## src/rtl/lcc_pkg.sv

```systemverilog
`timescale 1ns/1ps
package lcc_pkg;
  localparam int TAG_W = 4;

  typedef enum logic [TAG_W-1:0] {
    TAG_PACKED = 4'd0,
    TAG_LOGIC  = 4'd1,
    TAG_ADD    = 4'd2,
    TAG_SUB    = 4'd3,
    TAG_CMPB   = 4'd4,
    TAG_CMPW   = 4'd5,
    TAG_ADDX   = 4'd6,
    TAG_SUBX   = 4'd7,
    TAG_SHIFT  = 4'd8
  } lcc_tag_e;

  // Packed order puts n at bit 3 down to c at bit 0.
  typedef struct packed {
    logic n;
    logic z;
    logic v;
    logic c;
  } lcc_flags_t;

  localparam int FLAG_BITS = 4;
  localparam int POS_C = 0;
  localparam int POS_V = 1;
  localparam int POS_Z = 2;
  localparam int POS_N = 3;
endpackage

```

## src/rtl/lcc_nz.sv

```systemverilog
`timescale 1ns/1ps
module lcc_nz #(
  parameter int W = 32
) (
  input  logic [W-1:0] val,
  output logic         n,
  output logic         z
);
  always_comb begin
    z = (val == '0);
    n = !z && val[W-1];
  end
endmodule

```

## src/rtl/lcc_sub_rule.sv

```systemverilog
`timescale 1ns/1ps
module lcc_sub_rule
  import lcc_pkg::*;
#(
  parameter int W = 32
) (
  input  logic [W-1:0] res,
  input  logic [W-1:0] src,
  input  logic         ext,
  output lcc_flags_t   flags
);
  logic [W-1:0] op1;
  logic n_w, z_w;

  lcc_nz #(.W(W)) u_nz (.val(res), .n(n_w), .z(z_w));

  always_comb begin
    // Minuend recovered from difference plus subtrahend (plus borrow-in).
    op1     = res + src + {{(W-1){1'b0}}, ext};
    flags.n = n_w;
    flags.z = z_w;
    flags.c = ext ? (op1 <= src) : (op1 < src);
    flags.v = ((op1 ^ res) & (op1 ^ src)) >> (W-1) != '0;
  end
endmodule

```

## src/rtl/lcc_add_rule.sv

```systemverilog
`timescale 1ns/1ps
module lcc_add_rule
  import lcc_pkg::*;
#(
  parameter int W = 32
) (
  input  logic [W-1:0] res,
  input  logic [W-1:0] src,
  input  logic         ext,
  output lcc_flags_t   flags
);
  logic [W-1:0] op1;
  logic n_w, z_w;

  lcc_nz #(.W(W)) u_nz (.val(res), .n(n_w), .z(z_w));

  always_comb begin
    // First addend recovered from sum minus second addend (minus carry-in).
    op1     = res - src - {{(W-1){1'b0}}, ext};
    flags.n = n_w;
    flags.z = z_w;
    flags.c = ext ? (res <= src) : (res < src);
    flags.v = ((src ^ res) & ~(op1 ^ src)) >> (W-1) != '0;
  end
endmodule

```

## src/rtl/lcc_flag_eval.sv

```systemverilog
`timescale 1ns/1ps
module lcc_flag_eval
  import lcc_pkg::*;
#(
  parameter int WIDTH  = 32,
  parameter int BYTE_W = 8,
  parameter int HALF_W = 16
) (
  input  logic              clk,
  input  logic              rst_n,
  input  logic              in_valid,
  input  logic [TAG_W-1:0]  in_tag,
  input  logic [WIDTH-1:0]  in_res,
  input  logic [WIDTH-1:0]  in_src,
  output logic              out_valid,
  output logic [WIDTH-1:0]  out_flags,
  output logic              out_err
);
  localparam int N_SUB = 4;   // sub, cmpb, cmpw, subx
  localparam int N_ADD = 2;   // add, addx
  localparam int PAD_W = WIDTH - FLAG_BITS;

  function automatic int sub_width(input int idx);
    case (idx)
      1:       return BYTE_W;
      2:       return HALF_W;
      default: return WIDTH;
    endcase
  endfunction

  lcc_flags_t sub_f [N_SUB];
  lcc_flags_t add_f [N_ADD];
  lcc_flags_t next_f;
  logic       full_n, full_z;
  logic       tag_known;

  genvar g;
  generate
    for (g = 0; g < N_SUB; g++) begin : g_sub
      localparam int SW = sub_width(g);
      lcc_sub_rule #(.W(SW)) u_rule (
        .res   (in_res[SW-1:0]),
        .src   (in_src[SW-1:0]),
        .ext   (g == N_SUB-1),
        .flags (sub_f[g])
      );
    end
    for (g = 0; g < N_ADD; g++) begin : g_add
      lcc_add_rule #(.W(WIDTH)) u_rule (
        .res   (in_res),
        .src   (in_src),
        .ext   (g == 1),
        .flags (add_f[g])
      );
    end
  endgenerate

  lcc_nz #(.W(WIDTH)) u_full_nz (.val(in_res), .n(full_n), .z(full_z));

  always_comb begin
    next_f    = '0;
    tag_known = 1'b1;
    case (in_tag)
      TAG_PACKED: next_f = '0;
      TAG_LOGIC:  begin next_f.n = full_n; next_f.z = full_z; end
      TAG_ADD:    next_f = add_f[0];
      TAG_SUB:    next_f = sub_f[0];
      TAG_CMPB:   next_f = sub_f[1];
      TAG_CMPW:   next_f = sub_f[2];
      TAG_ADDX:   next_f = add_f[1];
      TAG_SUBX:   next_f = sub_f[3];
      TAG_SHIFT:  begin
        next_f.n = full_n;
        next_f.z = full_z;
        next_f.c = (in_src != '0);
      end
      default:    tag_known = 1'b0;
    endcase
  end

  always_ff @(posedge clk) begin
    if (!rst_n) begin
      out_flags <= '0;
      out_valid <= 1'b0;
      out_err   <= 1'b0;
    end else begin
      out_valid <= in_valid && tag_known;
      out_err   <= in_valid && !tag_known;
      if (in_valid && tag_known) begin
        if (in_tag == TAG_PACKED) out_flags <= in_res;
        else                      out_flags <= {{PAD_W{1'b0}}, next_f};
      end
    end
  end

  // Assertions
  p_latency_r1: assert property (@(posedge clk) disable iff (!rst_n)
    (in_valid && in_tag <= TAG_SHIFT) |=> (out_valid && !out_err));

  p_idle_hold_r1: assert property (@(posedge clk) disable iff (!rst_n)
    !in_valid |=> ($stable(out_flags) && !out_valid && !out_err));

  p_passthru_r2: assert property (@(posedge clk) disable iff (!rst_n)
    (in_valid && in_tag == TAG_PACKED) |=> (out_flags == $past(in_res)));

  p_nz_excl_r3: assert property (@(posedge clk) disable iff (!rst_n)
    (in_valid && in_tag != TAG_PACKED && in_tag <= TAG_SHIFT) |=>
      (!(out_flags[POS_N] && out_flags[POS_Z]) &&
       (out_flags >> FLAG_BITS) == '0));

  p_shift_carry_r11: assert property (@(posedge clk) disable iff (!rst_n)
    (in_valid && in_tag == TAG_SHIFT) |=>
      (out_flags[POS_C] == ($past(in_src) != '0)) && !out_flags[POS_V]);

  p_bad_tag_r12: assert property (@(posedge clk) disable iff (!rst_n)
    (in_valid && in_tag > TAG_SHIFT) |=>
      (out_err && !out_valid && $stable(out_flags)));
endmodule

```

## config.mk

```make
export PLATFORM = sky130hd
export DESIGN_NAME = lcc_flag_eval
export DESIGN_NICKNAME = d
export VERILOG_FILES = /design/src/rtl/lcc_pkg.sv /design/src/rtl/lcc_nz.sv /design/src/rtl/lcc_sub_rule.sv /design/src/rtl/lcc_add_rule.sv /design/src/rtl/lcc_flag_eval.sv
export SDC_FILE = /design/constraint.sdc
export NUM_CORES = 1
export LEC_CHECK = 0
export BUFFER_PORTS_ARGS = -buffer_cell sky130_fd_sc_hd__buf_2
export CAP_MARGIN = 15
export CORE_ASPECT_RATIO = 1.75
export CORE_MARGIN = 2
export CORE_UTILIZATION = 50
export DETAILED_ROUTE_END_ITERATION = 7
export GPL_ROUTABILITY_DRIVEN = 0
export PLACE_DENSITY_LB_ADDON = 0.25
export SETUP_SLACK_MARGIN = 0.02
export SLEW_MARGIN = 20
export SYNTH_ARGS = -nofsm -noshare
export SYNTH_HDL_FRONTEND = slang
export SYNTH_HIERARCHICAL = 1
export SYNTH_SLANG_ARGS = --single-unit
```

## constraint.sdc

```tcl
create_clock -name clk -period 5 [get_ports clk]
set_clock_uncertainty 0.15 [all_clocks]
set_input_delay 0.25 -clock clk [delete_from_list [all_inputs] [get_ports clk]]
set_output_delay 0.25 -clock clk [all_outputs]
set_load 0.01 [all_outputs]
```

==> flow_summary_export.csv <==
group,metric,value,unit
yosys,synth_area_leader_cell,"ha_1",
critical_path,cp_max_fo,4,
pwr,p_sw_frac,0.483,
yosys,synth_area_leaders,"ha_1, inv_1, dfxtp_1",
yosys,synth_most_common_cell,"inv_1",
critical_path,crit_chain,"buf_2 > fa_1 > inv_1 > fa_2 > nor2b_4 > o31ai_4 > a211oi_2 > o211ai_2 > a31oi_4 > a21o_1 > mux2i_1 > or3_1 > ha_1 > nand4_1 > or2_2 > nor3_2 > nand4_1 > o31ai_1 > buf_4 > mux2i_1 > a2111o_1 > a41oi_1",
critical_path,r2r_cells,2,
die,rows,78,
critical_path,cp.required,5.05,ns
critical_path,start_kind,"primary input",
clock_network,cts.clk_slew.worst_paths,0.06,ns
routing,drc,0,
routing,drt_first_pass_iters,7,
cells_and_area,multiInputGateArea,11000,µm²
min_path,hp-class,"primary input to flop",
timing,fin_ws,0.329,ns
routing,drt_iter0_markers,736,
critical_path,end_kind,"flop",
clock_network,clock-root-buffer,"clkbuf_16",
cells_and_area,fill_cells,2507,
timing,worst_pin_slew,0.657,ns
yosys,ys.flop_type,"dfxtp_1",
critical_path,cp_top_family,"compound AO/OA/AOI/OAI gates",
timing,slew-limit-headroom,0.561,
pwr,p_seq_frac,0.122,
pwr,clockPowerShare,0.131,
pwr,cellPowerDensity,157,nW/µm²
die,die_w,127,µm
pwr,p_leak,8.03,nW
yosys,async_flop_share,0,
routing,vias_per_cell,6.03,
die,core_area,26000,µm²
die,die_h,219,µm
cells_and_area,nNetsFinal,2323,
critical_path,critPathKind,"primary input to flop",
placement,place_area,14400,µm²
global_route,grt_pass1_wl,67.7,mm
clock_network,cts_made_buffers,5,
yosys,synth_top_area_frac,0.331,
yosys,postSynthCellCount,1744,
pwr,fin_total_pwr,0.00230,W
clock_network,cts_tree,"yes",
outcome,outcome,"completed",
yosys,synth_edf_count,0,
pwr,ir_worst_vdd,0.120,mV
timing,slew_viol_final,0,
clock_network,ctsHoldBuffers,0,
placement,dp.final_hpwl,36.2,mm
yosys,netlist_top_cells_count,"inv_1, ha_1, a21oi_1",
timing,rsz0062_at_grt,"no",
timing,whs,0.132,ns
critical_path,arrival,4.72,ns
placement,dp_cells,2206,
global_route,grt_pass1_vias,13200,
yosys,postSynthAreaPerCell,7.59,µm²
yosys,synth.distinct_cells,92,
global_route,antenna_found_initial,2,
routing,detail-route-antenna-nets,0,
cells_and_area,drive_gt1_frac,0.137,
timing,hold_viol,0,
routing,routedWlPerCell,19.5,µm
critical_path,cpPeakStageDelay,0.47,ns
placement,io_buffers,104,
cells_and_area,area_growth,10.6,%
cells_and_area,seq_area,681,µm²
global_route,grt.total_usage,0.305,
clock_network,cts_buffer_depth,2,
pwr,comb_power_share,0.748,
yosys,netlist_area,13200,µm²
die,num_io_pins,105,
routing,num_vias,13400,
timing,fmax,0.214,GHz
timing,fin_crit_sh,0.934,
yosys,ys_ff_latch,34,
pwr,p_sw,0.00111,W
clock_network,cts.sinks,34,
global_route,grt-ovfl-total,0,
min_path,min_path_cells,2,
global_route,grt_max_degree,30,
run,drv_cap,0,
die,die-area,27800,µm²
critical_path,cp.depth,22,
cells_and_area,post-route-cell-area,14600,µm²
placement,pre_cts_ws,-0.112,ns
yosys,yosysSeqAreaShare,0.0514,
critical_path,slowest_stage,"fa_1",
critical_path,path_buf_inv,3,
pwr,p_int,0.00119,W
clock_network,htree_levels,2,
timing,fin_crit,4.67,ns
timing,setup_viol,0,
die,initial_core_util,0.510,
clock_network,worstSkewPairLatency,0.29,ns
routing,drt_wl_total,43.2,mm
yosys,synth.yosys.warnings,6,
cells_and_area,fin_cells,2215,
cell families after synthesis:
logic type | synth area share
other | 0.000567
adders and majority gates | 0.343
muxes | 0.0145
DFF | 0.0514
and+or+nand+nor | 0.173
buffers and inverters | 0.123
xor gates and xnor gates | 0.0480
AOI/OAI and AO/OA | 0.246
power by group through the flow:
stage / Clock (W) / Combinational [W] / Sequential, W
final: 0.000300 / 0.00172 / 0.000280
after global routing: 0.000314 / 0.00192 / 0.000280
after CTS: 0.000297 / 0.00169 / 0.000280
after detailed placement: 0 / 0.00168 / 0.000286
after global placement: 0 / 0.00164 / 0.000286
after floorplan: 0 / 0.00116 / 0.000287
registers in the layout, summed over array words and instances (netlist names):
name / cells
out_err: 1
out_valid: 1
out_flags: 32
per-stage QoR:
step	setup TNS, ns	utilization
after floorplan	0	-
after global placement	0	0.556
after detailed placement	-0.112	0.556
after CTS	0	0.562
after global routing	0	0.564
final	0	0.564
layer usage:
metal	GRT usage	vias up	routed length, µm	part of all wire
li1	-	6461	-	-
met1	0.304	6235	15200	0.35
met2	0.579	443	22200	0.51
met3	0.0275	210	1800	0.042
met4	0.229	2	3900	0.090
met5	0	-	11	0.00025
layout by cell type, fill, tap and decap left out, drive strengths merged, types with 11 or more instances in the layout:
master	n
a211oi	11
nand2b	15
o21ai	68
nor3	25
nand2	54
nor2	65
ha	350
inv	369
o31ai	13
and3	15
nor4	55
o21a	16
and2	11
xor2	20
a21oi	135
o211ai	14
xnor2	50
a31oi	12
a21o	86
nand3	34
o21bai	23
dfxtp	34
buf	172
nor2b	25
nand4	59
a22o	28
what timing repair did:
| action | in CTS | in global routing |
|---|---|---|
| setup buffers | 0 | 1 |
| endpoints found under the setup margin | 0 | 1 |
| resized for setup | 0 | 11 |
final cells by class:
class,instances,area share
sequential,34,0.0465
timing repair buffer,172,0.0704
inverter,369,0.0946
clock inverter,2,0.000684
tap,320,0.0273
clock buffer,5,0.00855
multi-input combinational,1312,0.752
antenna,1,0.000171
final timing paths:
kind	endpoint	start	slack [ns]
worst max-delay path	out_flags[0]	in_src[0]	0.33
worst min register to register	out_flags[14]	out_flags[14]	0.33
worst min-delay path	out_valid	in_valid	0.13
worst max register to register	out_flags[0]	out_flags[0]	4.10
Power figures use the tool's default switching activity.
